==> src/rtl/align_pulse_pkg.sv <==
package align_pulse_pkg;

  typedef enum logic [1:0] {
    MODE_CONT   = 2'd0,
    MODE_BURST  = 2'd1,
    MODE_REPEAT = 2'd2,
    MODE_OFF    = 2'd3
  } pulseMode_t;

  // strobes from datapath to control
  typedef struct packed {
    logic tc;         // divider terminal count this cycle
    logic phaseHigh;  // divided clock high phase
    logic reqRise;    // synchronized request rising edge
    logic reqLevel;   // synchronized request level
  } divEvt_t;

  // live shadow configuration
  typedef struct packed {
    pulseMode_t mode;
    logic       bypass;
  } cfgView_t;

endpackage

==> src/rtl/align_pulse_dp.sv <==
module align_pulse_dp
  import align_pulse_pkg::*;
#(
  parameter int DIV_W       = 12,
  parameter int SYNC_STAGES = 2
) (
  input  logic             clk,
  input  logic             rstN,
  input  logic             reqPin,
  input  logic [1:0]       preSel,
  input  logic [DIV_W-1:0] divCount,
  output divEvt_t          evt
);
  localparam int PRE_W = 3;

  logic [SYNC_STAGES-1:0] syncChain;
  logic                   reqPrev;
  logic [PRE_W-1:0]       preNext, preSh, preCnt;
  logic [DIV_W-1:0]       divNext, divSh, mainCnt;
  logic                   tick, termCnt;

  // request synchronizer, one flop per stage
  for (genvar s = 0; s < SYNC_STAGES; s++) begin : g_sync
    always_ff @(posedge clk) begin
      if (!rstN) syncChain[s] <= 1'b0;
      else if (s == 0) syncChain[s] <= reqPin;
      else syncChain[s] <= syncChain[(s > 0) ? s - 1 : 0];
    end
  end

  always_ff @(posedge clk) begin
    if (!rstN) reqPrev <= 1'b0;
    else reqPrev <= syncChain[SYNC_STAGES-1];
  end

  always_comb begin
    case (preSel)
      2'd0:    preNext = PRE_W'(1);
      2'd1:    preNext = PRE_W'(2);
      default: preNext = PRE_W'(4);
    endcase
    divNext = (divCount < DIV_W'(2)) ? DIV_W'(2) : divCount;
  end

  assign tick    = (preCnt == preSh - PRE_W'(1));
  assign termCnt = tick && (mainCnt == divSh - DIV_W'(1));

  // shadows load at reset and terminal count; reset parks counters on terminal count
  always_ff @(posedge clk) begin
    if (!rstN) begin
      preSh   <= preNext;
      divSh   <= divNext;
      preCnt  <= preNext - PRE_W'(1);
      mainCnt <= divNext - DIV_W'(1);
    end else if (termCnt) begin
      preSh   <= preNext;
      divSh   <= divNext;
      preCnt  <= '0;
      mainCnt <= '0;
    end else if (tick) begin
      preCnt  <= '0;
      mainCnt <= mainCnt + DIV_W'(1);
    end else begin
      preCnt  <= preCnt + PRE_W'(1);
    end
  end

  assign evt.tc        = termCnt;
  assign evt.phaseHigh = (mainCnt < (divSh >> 1));
  assign evt.reqLevel  = syncChain[SYNC_STAGES-1];
  assign evt.reqRise   = syncChain[SYNC_STAGES-1] && !reqPrev;

endmodule

==> src/rtl/align_pulse_ctrl.sv <==
module align_pulse_ctrl
  import align_pulse_pkg::*;
#(
  parameter int BURST_W = 4
) (
  input  logic               clk,
  input  logic               rstN,
  input  divEvt_t            evt,
  input  logic               reqReg,
  input  logic [1:0]         modeSel,
  input  logic               bypassSel,
  input  logic [BURST_W-1:0] burstLen,
  output logic               alignOut,
  output logic               busy,
  output cfgView_t           cfg
);
  pulseMode_t         modeSh;
  logic               bypSh, gateEn, armed, active, genSig, startArm;
  logic [BURST_W-1:0] remain;

  assign startArm = (modeSh == MODE_BURST) && evt.reqRise && !armed && !active;

  always_comb begin
    case (modeSh)
      MODE_CONT:  genSig = gateEn && evt.phaseHigh;
      MODE_BURST: genSig = active && evt.phaseHigh;
      default:    genSig = 1'b0;
    endcase
  end

  always_ff @(posedge clk) begin
    if (!rstN) begin
      modeSh   <= pulseMode_t'(modeSel);
      bypSh    <= bypassSel;
      gateEn   <= 1'b0;
      armed    <= 1'b0;
      active   <= 1'b0;
      remain   <= '0;
      alignOut <= 1'b0;
    end else begin
      if (evt.tc) begin
        modeSh <= pulseMode_t'(modeSel);
        bypSh  <= bypassSel;
        gateEn <= evt.reqLevel || reqReg;
      end
      if (startArm) armed <= 1'b1;
      else if (evt.tc && armed) armed <= 1'b0;
      if (evt.tc && armed) begin
        active <= 1'b1;
        remain <= burstLen;
      end else if (evt.tc && active) begin
        if (remain == '0) active <= 1'b0;
        else remain <= remain - BURST_W'(1);
      end
      alignOut <= bypSh ? evt.reqLevel : genSig;
    end
  end

  assign busy       = armed || active;
  assign cfg.mode   = modeSh;
  assign cfg.bypass = bypSh;

endmodule

==> src/rtl/align_pulse_gen.sv <==
module align_pulse_gen
  import align_pulse_pkg::*;
#(
  parameter int DIV_W       = 12,
  parameter int BURST_W     = 4,
  parameter int SYNC_STAGES = 2
) (
  input  logic               clk,
  input  logic               rstN,
  input  logic               reqPin,
  input  logic               reqReg,
  input  logic [1:0]         modeSel,
  input  logic [1:0]         preSel,
  input  logic [DIV_W-1:0]   divCount,
  input  logic [BURST_W-1:0] burstLen,
  input  logic               bypassSel,
  output logic               alignOut,
  output logic               busy
);
  divEvt_t  evt;
  cfgView_t cfg;

  align_pulse_dp #(.DIV_W(DIV_W), .SYNC_STAGES(SYNC_STAGES)) i_dp (
    .clk(clk), .rstN(rstN), .reqPin(reqPin), .preSel(preSel),
    .divCount(divCount), .evt(evt)
  );

  align_pulse_ctrl #(.BURST_W(BURST_W)) i_ctrl (
    .clk(clk), .rstN(rstN), .evt(evt), .reqReg(reqReg), .modeSel(modeSel),
    .bypassSel(bypassSel), .burstLen(burstLen), .alignOut(alignOut),
    .busy(busy), .cfg(cfg)
  );

endmodule

==> config.mk <==
export PLATFORM = sky130hd
export DESIGN_NAME = align_pulse_gen
export DESIGN_NICKNAME = d
export VERILOG_FILES = /design/src/rtl/align_pulse_pkg.sv /design/src/rtl/align_pulse_dp.sv /design/src/rtl/align_pulse_ctrl.sv /design/src/rtl/align_pulse_gen.sv
export SDC_FILE = /design/constraint.sdc
export NUM_CORES = 1
export LEC_CHECK = 0
export ABC_AREA = 1
export BUFFER_PORTS_ARGS = -buffer_cell sky130_fd_sc_hd__buf_2
export CORE_ASPECT_RATIO = 0.6
export CORE_MARGIN = 5
export CORE_UTILIZATION = 25
export CTS_BUF_LIST = sky130_fd_sc_hd__clkbuf_8 sky130_fd_sc_hd__clkbuf_16
export DETAILED_ROUTE_END_ITERATION = 8
export HOLD_SLACK_MARGIN = 0.03
export PLACE_DENSITY_LB_ADDON = 0.1
export SYNTH_ARGS = -nofsm -noshare
export SYNTH_HDL_FRONTEND = slang
export SYNTH_SLANG_ARGS = --single-unit
==> constraint.sdc <==
create_clock -name clk -period 6.1 [get_ports clk]
set_input_delay 1.22 -clock clk [delete_from_list [all_inputs] [get_ports clk]]
set_output_delay 1.22 -clock clk [all_outputs]
set_load 0.005 [all_outputs]
## Word-level counts from Yosys, hierarchy flattened

Index checks and enable logic that the tools add are counted.

| storage, ports and cells | value |
|---|---|
| bits in registers | 44 |
| bits of input ports | 25 |
| output and inout port bits | 2 |
| logic and storage cells | 78 |

| cells by class | value |
|---|---|
| add/sub/neg operators | 7 |
| magnitude comparators | 2 |
| equality and inequality tests | 7 |
| multiplexer cells | 26 |
| reductions and logical operators | 22 |

Operators with widths:

| kind | count |
|---|---|
| $mux W12 | 6 |
| $sub A12 B1 Y12 const B | 2 |
| $mux W3 | 5 |
| $add A12 B1 Y12 const B | 1 |
| $eq A12 B12 Y1 | 1 |
| $lt A12 B11 Y1 | 1 |
| $lt A12 B2 Y1 const B | 1 |
| $mux W4 | 3 |
| $logic_and A1 B1 Y1 | 9 |
| $mux W1 | 8 |
| $pmux W3 S2 | 1 |
| $reduce_bool A2 Y1 | 3 |
| $sub A3 B1 Y3 const B | 2 |
| $eq A2 B1 Y1 const B | 2 |
| $logic_not A2 Y1 | 2 |
| $logic_not A4 Y1 | 1 |
| $mux W2 | 2 |
| $ne A2 B1 Y1 const B | 2 |
| $reduce_and A2 Y1 | 2 |
| $sub A4 B1 Y4 const B | 1 |
| $add A3 B1 Y3 const B | 1 |
| $eq A3 B3 Y1 | 1 |
| $logic_not A1 Y1 | 3 |
| $ne A3 B1 Y1 const B | 1 |
| 2 further kinds | 3 |

## Logic depth before layout (Yosys ltp)

Gate-level depths: netlist of run 1.

| logic depth | value |
|---|---|
| word-level depth | 6 |
| mapped depth | 16 |
| gate-level depth less buffers | 16 |

## Modules after synthesis

From an unflattened synthesis of run 1, not the netlist that was laid out.

| unflattened totals | value |
|---|---|
| cells, all modules | 437 |
| area, all modules | 3243.1 um2 |

By module, submodules not included:

| module | times used | cells an instance | area each (um2) | seq. area each (um2) |
|---|---|---|---|---|
| align_pulse_dp | 1 | 364 | 2693.8 | 930.9 |
| align_pulse_ctrl | 1 | 73 | 549.3 | 250.2 |

## Worst setup path after synthesis of run 1

OpenSTA, ideal clock, no wires.

| timing path | value |
|---|---|
| path kind | input to register |
| from | input divCount[5] |
| to | register i_dp.mainCnt[10] (data pin) |
| library setup time | 0.268 ns |
| arrival time | 2.497 ns |
| data required time | 5.832 ns |
| path slack | 3.335 ns |
| stages | 11 |
| path through | nor2_1 nand3_1 nor2_1 nand3b_1 nand2_1 ha_1 nand3_1 nor3_1 nand3_1 nand2_1 o22ai_1 |

| on the way | value |
|---|---|
| word-level cells in the longest chain between the ends | 4 |

RTL lines:

| what | line | source |
|---|---|---|
| from (decl) | align_pulse_gen.sv:14 | `input logic [DIV_W-1:0] divCount,` |
| $lt A12 B2 Y1 | align_pulse_dp.sv:42 | `divNext = (divCount < DIV_W'(2)) ? DIV_W'(2) : divCount;` |
| $mux W12 * | align_pulse_dp.sv:42 |  |
| $sub A12 B1 Y12 * | align_pulse_dp.sv:54 | `mainCnt <= divNext - DIV_W'(1);` |
| $mux W12 * | align_pulse_dp.sv:50 | `if (!rstN) begin` |
| to (signal assigned) | align_pulse_dp.sv:54 |  |
| to (signal assigned) | align_pulse_dp.sv:62 | `mainCnt <= mainCnt + DIV_W'(1);` |
| to (decl) | align_pulse_dp.sv:19 | `logic [DIV_W-1:0] divNext, divSh, mainCnt;` |

Mark *: on every way between the ends. The rest lies on a longest branch, timed or not.
A chain may end at the register's enable or synchronous reset.

## Worst setup path after layout of run 1

| timing path | value |
|---|---|
| from | input divCount[9] |
| to | register i_dp.mainCnt[10] (data pin) |

The elaborated chain is that of the path after synthesis.

==> results of run 1 <==
-- state kept, by name (all words and copies together), names as in the netlist, 2 cells and up --
register / count
i_ctrl.remain: 4
i_dp.preSh: 3
i_dp.divSh: 12
i_dp.preCnt: 3
i_dp.mainCnt: 12
i_ctrl.modeSh: 2
-- worst max-delay path, delay by kind of cell --
family / cells / cell delay [ps]
AO/OA/AOI/OAI: 1 / 90
adder cells (fa/ha/maj): 1 / 240
buffers and inverters: 1 / 120
AND/OR/NAND/NOR: 9 / 1290
-- layout by cell type (no fill, tap or decap), types with 2 or more instances in the layout --
cell type	n
xnor2_1	11
nand4_1	8
inv_1	61
nand2_2	3
nand3b_1	4
ha_1	17
clkbuf_16	5
a21oi_1	14
xor2_1	14
nor2_4	3
o21ai_1	9
nor2_1	37
dfxtp_1	14
edfxtp_1	30
inv_2	4
o21ai_0	11
nand2_1	93
buf_2	26
a31oi_1	2
nor3_2	2
o22ai_1	4
nand3_1	25
nor2_2	2
nor3_1	4
or2_2	3
xor2_4	2
-- how the worst max path moves through the flow --
stage | startpoint | to
finish | divCount[9] | i_dp.mainCnt[10]$_DFFE_PP_
global route | i_dp.divSh[1]$_DFFE_PP_ | i_dp.mainCnt[10]$_DFFE_PP_
CTS | i_dp.divSh[1]$_DFFE_PP_ | i_dp.mainCnt[11]$_DFFE_PP_
detailed placement | divCount[9] | i_dp.mainCnt[10]$_DFFE_PP_
global placement | divCount[9] | i_dp.mainCnt[10]$_DFFE_PP_
floorplan | divCount[5] | i_dp.mainCnt[10]$_DFFE_PP_
-- layer usage --
| metal | wire (microns) | track usage, % | up-vias |
|---|---|---|---|
| met4 | 40 | 2.204 | 0 |
| met1 | 4923 | 18.73 | 1138 |
| li1 | - | - | 1316 |
| met2 | 2925 | 15.63 | 38 |
| met5 | 0 | 0 | - |
| met3 | 286 | 2.830 | 4 |
-- power by group through the flow --
stage               combinational (mW)  clock, mW  sequential (mW)
floorplan                        0.126          0            0.377
global placement                 0.163          0            0.391
detailed placement               0.165          0            0.391
CTS                              0.166      0.331            0.384
global route                     0.193      0.345            0.389
finish                           0.164      0.321            0.384
-- cell families (layout without fill, tap and decap cells) --
kind of cell	Yosys count	in the layout	share of synthesized area (%)
AND/OR/NAND/NOR	189	189	28.22
buffers and inverters	81	99	10.02
AO/OA/AOI/OAI	44	44	7.705
flip-flops	44	44	38.28
XOR/XNOR	27	27	8.881
adder cells (fa/ha/maj)	17	17	6.894
-- layout make-up --
type                       count  area share [%]
inverter                      65           6.917
clock buffer                   5           3.547
multi-input combinational    277           45.23
tap                          165           5.853
timing repair buffer          26           3.689
clock inverter                 3           1.277
sequential                    44           33.49
-- stage by stage --
stage	worst slack, ps	hold WS, ps	total power [mW]
2_1_floorplan	3335	390.5	0.5023
3_3_place_gp	2883	421.8	0.5540
3_5_place_dp	2856	424.2	0.5561
4_1_cts	3143	439.8	0.8818
5_1_grt	2912	463.4	0.9261
6_report	3149	432.3	0.8694
==> impl_metrics.ini, run 1 <==
[yosys]
synth-async-reset-ratio_pct = 0
synthTopCellsByArea = edfxtp_1 (29%), nand2_1 (11%), dfxtp_1 (9.1%)
syn_nets = 444
synth_top_area_cell = edfxtp_1
synth_seq_area_share_pct = 38.28
synth_ff_type = edfxtp_1
netlist_instances = 402
netlist_area_sq_um = 3085
avgSynthCellArea_sq_um = 7.675
yosysTopAreaCellShare_pct = 29.20
synth_most_common_cell = nand2_1
yosys_warnings = 0
synth_cell_types = 36
netlist_top_cells_count = nand2_1 (93), inv_1 (61), nor2_1 (37)
synth_edf_count = 30
ys_seq_elements = 44

[route]
drc = 0
routed_wl_microns = 8176
wl_per_cell_microns = 13.98
vias_per_cell = 4.267
drt_pass1_iterations = 5
drt_iter0_drc = 153
vias = 2496
drtAntennaViolNets = 0

[cells_and_area]
regArea_sq_um = 1181
fin_area_sq_um = 3527
final_cells = 585
drive_gt1_share_pct = 13.33
fillCellCount = 1294
post-route-util_pct = 29.24
syn2layout_area_growth_pct = 14.31
antenna_cells = 0
nets = 461
multiInputGateArea_sq_um = 1595

[setup_path]
worstPathMaxFanout = 5
r2r_cells = 13
r2r-end = i_dp.mainCnt[11]$_DFFE_PP_
critPathMostFrequentCell = nand2_1
worstPathRequired_ps = 6110
end_kind = flip-flop
r2r_setup_slack_ps = 3250
crit_slowest_cell = nor3_1
critPathKind = in2reg
r2r_start = i_dp.divSh[0]$_DFFE_PP_
max_stage_delay_ps = 290
path_cells = buf_2, nor2_1, nand2_1, nor2_1, nand3b_1, nand2_1, ha_1, nand3_1, nor3_1, nand3_1, nand2_1, o22ai_1
critPathLaunchType = primary input
arrival_ps = 2960

[die]
core_sq_um = 12060
start_util_pct = 25.58
die_y_microns = 96.06
rows = 31
die_x_microns = 153.4
dieArea_sq_um = 14740
io-pin-count = 27

[timing]
slew_violations = 0
rsz0062_at_grt = no
setup_tns_ps = 0
clock_skew_ps = 6.481
hold_viol_final = 0
setup_viol = 0
max_slew_margin_pct = 53.09
post-route-min-period_ps = 2951
timing.fmax_mhz = 338.9
period_share_pct = 48.37
tightest_slew_ps = 702.0

[pwr]
switchingPower_uw = 259.7
pwr-share-comb_pct = 18.9
p_per_area_nw_per_um2 = 246.5
leakage_nw = 1.593
p_int_uw = 609.7
swShare_pct = 29.87
irDropWorstVdd_mv = 0.09417
seq_power_share_pct = 44.2
power.share.clock_pct = 36.9

[clock_network]
clock_latency_ps = 290
clkSlewWorstSetupHoldPaths_ps = 70
cts_buffers = 5
cts_tree = built
hold_buffers = 0
cts_resized = 0
clk_root_buffer_cell = clkbuf_16
postCtsSetupBuffers = 0
cts.sinks = 44
h-tree-depth = 2
max-clock-path-buffers = 2

[worst_hold_path]
min_path_cells = 2
worstHoldStart = i_dp.syncChain[0]$_SDFF_PN0_
min_path_type = reg2reg
hold_end = i_dp.evt[0]$_SDFF_PN0_

[place]
dp_cells = 577
placed_cell_area_sq_um = 3357
place_congestion = 0.8166
io_buffer_count = 26
dp_hpwl_microns = 6582

[global_route]
grt_max_degree = 30
antenna_found_initial = 0
grt.total_usage_pct = 11.73
grt_pass1_vias = 2434
overflow = 0
grt_pass1_wl_microns = 13340

[job]
maxCapViolations = 0

[run_status]
status = completed
No activity file was read; power rests on OpenSTA's default activity.
==> run 2: changes to the inputs <==
--- a/config.mk
+++ b/config.mk
@@ -5,7 +5,7 @@
 export SDC_FILE = /design/constraint.sdc
 export NUM_CORES = 1
 export LEC_CHECK = 0
-export ABC_AREA = 1
+export ABC_AREA = 0
 export BUFFER_PORTS_ARGS = -buffer_cell sky130_fd_sc_hd__buf_2
 export CORE_ASPECT_RATIO = 0.6
 export CORE_MARGIN = 5
==> constraint.sdc (replaced) <==
create_clock -name clk -period 2.9 [get_ports clk]
set_input_delay 0.58 -clock clk [delete_from_list [all_inputs] [get_ports clk]]
set_output_delay 0.58 -clock clk [all_outputs]
set_load 0.005 [all_outputs]
==> impl_metrics.ini, run 2 <==
[run_status]
status = completed

[timing]
hold_ws_ps = 433.6
hold_viol_final = 0
post-route-min-period_ps = 2670
tightest_slew_ps = 641.4
fin_ws_ps = 230.2
max_slew_margin_pct = 57.24
setup_viol = 0
clock_skew_ps = 6.527
setup_tns_ps = 0
slew_violations = 0
timing.fmax_mhz = 374.6
period_share_pct = 92.06
rsz0062_at_grt = no

[die]
start_util_pct = 25.76
core_sq_um = 11370
dieArea_sq_um = 14060
die_y_microns = 93.86
rows = 30
die_x_microns = 149.8
io-pin-count = 27

[cells_and_area]
drive_gt1_share_pct = 17.27
fillCellCount = 1192
syn2layout_area_growth_pct = 17.16
final_cell_mix = edfxtp_1 (30), buf_2 (26), inv_1 (23)
fin_area_sq_um = 3433
top_regs = i_dp.divSh (12), i_dp.mainCnt (12), i_ctrl.remain (4)
final_cells = 490
antenna_cells = 0
final_common_cell = edfxtp_1
regArea_sq_um = 1181
nets = 371
multiInputGateArea_sq_um = 1558

[yosys]
synth_edf_count = 30
synth_seq_area_share_pct = 40.31
netlist_instances = 304
syn_nets = 346
yosys_warnings = 0
netlist_top_cells_count = edfxtp_1 (30), inv_1 (23), xnor2_1 (20)
synth_top_area_cell = edfxtp_1
avgSynthCellArea_sq_um = 9.639
netlist_area_sq_um = 2930
synth-async-reset-ratio_pct = 0
synth_ff_type = edfxtp_1
synth_cell_types = 59
synthTopCellsByArea = edfxtp_1 (31%), dfxtp_1 (9.6%), ha_1 (7.3%)
yosysTopAreaCellShare_pct = 30.74
synth_most_common_cell = edfxtp_1
ys_seq_elements = 44

[setup_path]
worstPathRequired_ps = 2930
r2r-end = i_dp.mainCnt[8]$_DFFE_PP_
crit_slowest_cell = edfxtp_1
critPathKind = reg2reg
r2r_setup_slack_ps = 230
critPathLaunchType = flip-flop
cp.buffers_inverters = 2
end_kind = flip-flop
worstPathMaxFanout = 18
path_cells = inv_1, ha_1, nand4bb_1, a211oi_1, o2111ai_1, a211oi_4, nand3_2, nand2_1, buf_12, o22ai_1
cp_top_family = compound AO/OA/AOI/OAI gates
r2r_cells = 10
max_stage_delay_ps = 540
r2r_start = i_dp.divSh[1]$_DFFE_PP_
arrival_ps = 2700

[route]
routed_wl_microns = 7386
drt_pass1_iterations = 4
drc = 0
vias_per_cell = 4.512
drtAntennaViolNets = 0
wl_per_cell_microns = 15.07
vias = 2211
drt_iter0_drc = 164

[clock_network]
max-clock-path-buffers = 2
clkSlewWorstSetupHoldPaths_ps = 70
cts_resized = 0
cts_tree = built
clk_root_buffer_cell = clkbuf_16
cts_buffers = 5
h-tree-depth = 2
hold_buffers = 0
postCtsSetupBuffers = 0
clock_latency_ps = 290
cts.sinks = 44

[place]
place_congestion = 0.8057
dp_hpwl_microns = 5740
dp_slack_ps = 97.50
io_buffer_count = 26
placed_cell_area_sq_um = 3266
dp_cells = 482

[worst_hold_path]
min_path_type = reg2reg
min_path_cells = 1
hold_end = i_dp.evt[0]$_SDFF_PN0_
worstHoldStart = i_dp.syncChain[0]$_SDFF_PN0_

[global_route]
grt.total_usage_pct = 11.43
grt_max_degree = 30
overflow = 0
antenna_found_initial = 0
grt_pass1_wl_microns = 12230
grt_pass1_vias = 2188

[pwr]
leakage_nw = 1.353
irDropWorstVdd_mv = 0.2269
p_per_area_nw_per_um2 = 537.2

[job]
maxCapViolations = 0
run 2: cell count changes after synthesis, moves of 4 or more:
| cell | before | now |
|---|---|---|
| inv_1 | 61 | 23 |
| nor3_1 | 4 | 8 |
| clkbuf_1 | 14 | 18 |
| and3_1 | 0 | 6 |
| and2_1 | 0 | 4 |
| a21oi_1 | 14 | 8 |
| nor2_1 | 37 | 16 |
| xnor2_1 | 11 | 20 |
| nand3_1 | 25 | 15 |
| nand2_1 | 93 | 18 |
| inv_2 | 4 | 0 |
| o21ai_0 | 11 | 6 |
| nand2b_1 | 0 | 6 |
run 2: per-layer routing:
layer	wire [microns]	vias to the layer above	global-route usage, %
met2	2731	40	14.14
met4	88	0	3.653
met1	4152	1026	18.30
met5	0	-	0
li1	-	1138	-
met3	414	7	3.086
run 2: area by class of cell:
type | instances | area share [%]
multi-input combinational | 216 | 45.37
inverter | 23 | 2.515
tap | 160 | 5.831
clock buffer | 5 | 3.644
timing repair buffer | 39 | 6.997
clock inverter | 3 | 1.239
sequential | 44 | 34.40
run 2: worst max-delay path by stage:
stage,slack (ps),depth (start not counted),from,end
2_1_floorplan,7,8,i_dp.divSh[3]$_DFFE_PP_,i_dp.mainCnt[3]$_DFFE_PP_
3_3_place_gp,160,10,divCount[2],i_dp.mainCnt[10]$_DFFE_PP_
3_5_place_dp,100,10,divCount[2],i_dp.mainCnt[10]$_DFFE_PP_
4_1_cts,210,10,i_dp.divSh[1]$_DFFE_PP_,i_dp.mainCnt[8]$_DFFE_PP_
5_1_grt,10,10,i_dp.divSh[1]$_DFFE_PP_,i_ctrl.active$_SDFFE_PN0P_
6_report,230,10,i_dp.divSh[1]$_DFFE_PP_,i_dp.mainCnt[8]$_DFFE_PP_
run 2: power breakdown:
| group | internal (mW) | switching, mW |
|---|---|---|
| clock | 0.405 | 0.246 |
| sequential | 0.743 | 0.0860 |
| combinational | 0.176 | 0.188 |
| total | 1.32 | 0.520 |
run 2: worst reg2reg max path: stages (launching register included):
cell,delay [ps]
edfxtp_1,540
inv_1,110
ha_1,300
nand4bb_1,140
a211oi_1,270
o2111ai_1,190
a211oi_4,250
nand3_2,160
nand2_1,170
buf_12,180
o22ai_1,90
run 2: cell families after synthesis:
| group | count (synthesis) | share of synthesized area (%) |
|---|---|---|
| muxes | 2 | 0.7685 |
| and+or+nand+nor | 103 | 20.24 |
| buffers and inverters | 44 | 6.532 |
| adders and majority gates | 17 | 7.259 |
| DFF | 44 | 40.31 |
| AOI/OAI and AO/OA | 57 | 13.32 |
| xor gates and xnor gates | 37 | 11.57 |
run 2: stage by stage:
| step | total power [mW] | utilization (%) |
|---|---|---|
| 2_1_floorplan | 1.076 | - |
| 3_3_place_gp | 1.212 | 28.71 |
| 3_5_place_dp | 1.204 | 28.71 |
| 4_1_cts | 1.874 | 30.19 |
| 5_1_grt | 1.954 | 30.19 |
| 6_report | 1.844 | 30.19 |
==> run 3: changes to the inputs <==
--- a/config.mk
+++ b/config.mk
@@ -13,7 +13,7 @@
 export CTS_BUF_LIST = sky130_fd_sc_hd__clkbuf_8 sky130_fd_sc_hd__clkbuf_16
 export DETAILED_ROUTE_END_ITERATION = 8
 export HOLD_SLACK_MARGIN = 0.03
-export PLACE_DENSITY_LB_ADDON = 0.1
+export PLACE_DENSITY = 0.36
 export SYNTH_ARGS = -nofsm -noshare
 export SYNTH_HDL_FRONTEND = slang
 export SYNTH_SLANG_ARGS = --single-unit
==> impl_metrics.ini, run 3 (same netlist as run 2, synthesis figures left out) <==
[run_status]
status = completed

[place]
io_buffer_count = 26
dp_slack_ps = 148.6
placed_cell_area_sq_um = 3281
dp_cells = 484
place_congestion = 0.7433
dp_hpwl_microns = 5933

[global_route]
grt_pass1_wl_microns = 12100
grt.total_usage_pct = 11.30
overflow = 0
grt_max_degree = 28
antenna_found_initial = 0
grt_pass1_vias = 2108

[pwr]
switchingPower_uw = 530.7
seq_power_share_pct = 44.1
irDropWorstVdd_mv = 0.2270
pwr-share-comb_pct = 20.5
p_int_mw = 1.337
p_per_area_nw_per_um2 = 541.1
power.share.clock_pct = 35.3
p_total_mw = 1.868
swShare_pct = 28.41
leakage_nw = 1.361

[setup_path]
worstPathRequired_ps = 2940
critPathKind = reg2reg
critPathLaunchType = flip-flop
arrival_ps = 2740
crit_slowest_cell = or4_4
end_kind = flip-flop
path_cells = or4_4, nor4_2, mux2_2, o21ai_2, nand3_2, nand2_1, buf_12, o22ai_1
max_stage_delay_ps = 620
worstPathMaxFanout = 18

[clock_network]
cts.sinks = 44
cts_buffers = 5
clkSlewWorstSetupHoldPaths_ps = 70
h-tree-depth = 2
max-clock-path-buffers = 2
clock_latency_ps = 290
postCtsSetupBuffers = 0
cts_resized = 0
cts_tree = built
hold_buffers = 0
clk_root_buffer_cell = clkbuf_16

[timing]
max_slew_margin_pct = 72.63
hold_ws_ps = 433.3
rsz0062_at_grt = no
post-route-min-period_ps = 2704
hold_viol_final = 0
period_share_pct = 93.23
fin_ws_ps = 196.3
setup_tns_ps = 0
clock_skew_ps = 6.585
setup_viol = 0
slew_violations = 0
tightest_slew_ps = 408.0
timing.fmax_mhz = 369.9

[cells_and_area]
nets = 373
fin_area_sq_um = 3452
antenna_cells = 0
fillCellCount = 1192
final_cell_mix = edfxtp_1 (30), buf_2 (26), inv_1 (23)
drive_gt1_share_pct = 18.07
final_common_cell = edfxtp_1
syn2layout_area_growth_pct = 17.81
final_cells = 492
multiInputGateArea_sq_um = 1558
regArea_sq_um = 1181
post-route-util_pct = 30.35
top_regs = i_dp.divSh (12), i_dp.mainCnt (12), i_ctrl.remain (4)

[die]
io-pin-count = 27
dieArea_sq_um = 14060
die_x_microns = 149.8
core_sq_um = 11370
die_y_microns = 93.86
start_util_pct = 25.76
rows = 30

[worst_hold_path]
min_path_type = reg2reg

[job]
maxCapViolations = 0

[route]
drc = 0
drt_pass1_iterations = 4
vias = 2211
drtAntennaViolNets = 0
wl_per_cell_microns = 15.30
routed_wl_microns = 7526
drt_iter0_drc = 186
vias_per_cell = 4.494
-- run 3: cell count changes in the layout (fill, tap and decap cells not counted) --
cell / previous run / this run
buf_4: 12 / 14
clkinv_1: 1 / 0
clkinv_4: 1 / 0
clkinvlp_4: 0 / 1
inv_6: 0 / 1
-- run 3: worst paths after layout --
| kind | startpoint | end | slack [ps] | depth (start not counted) |
|---|---|---|---|---|
| worst max-delay path | i_dp.divSh[3]$_DFFE_PP_ | i_dp.mainCnt[3]$_DFFE_PP_ | 200 | 8 |
| worst min-delay path | i_dp.syncChain[0]$_SDFF_PN0_ | i_dp.evt[0]$_SDFF_PN0_ | 430 | 1 |
| worst max register to register | i_dp.divSh[3]$_DFFE_PP_ | i_dp.mainCnt[3]$_DFFE_PP_ | 200 | 8 |
| worst min register to register | i_dp.syncChain[0]$_SDFF_PN0_ | i_dp.evt[0]$_SDFF_PN0_ | 430 | 1 |
-- run 3: worst max-delay path: cells and delay by family (launching register included) --
family	cells	cell delay [ps]
buffers and inverters	1	180
and+or+nand+nor	4	1100
DFF	1	500
muxes	1	380
AOI/OAI and AO/OA	2	280
-- run 3: layout make-up --
type / count / area share, %
Clock inverter: 3 / 1.341
Timing Repair Buffer: 41 / 7.394
Inverter: 23 / 2.501
Clock buffer: 5 / 3.625
Sequential cell: 44 / 34.22
Tap cell: 160 / 5.799
Multi-Input combinational cell: 216 / 45.12
-- run 3: power groups by stage --
stage	Sequential (mW)	Combinational (mW)	Clock (mW)
6_report	0.824	0.383	0.660
5_1_grt	0.832	0.431	0.707
4_1_cts	0.823	0.386	0.681
3_5_place_dp	0.836	0.381	0
3_3_place_gp	0.842	0.387	0
2_1_floorplan	0.806	0.270	0
-- run 3: metal layers --
layer	vias up	GRT usage, %	wire length, microns
met5	-	0	0
met4	0	2.511	65
met3	7	3.182	373
met2	51	13.23	2605
met1	1015	19.00	4481
li1	1138	-	-
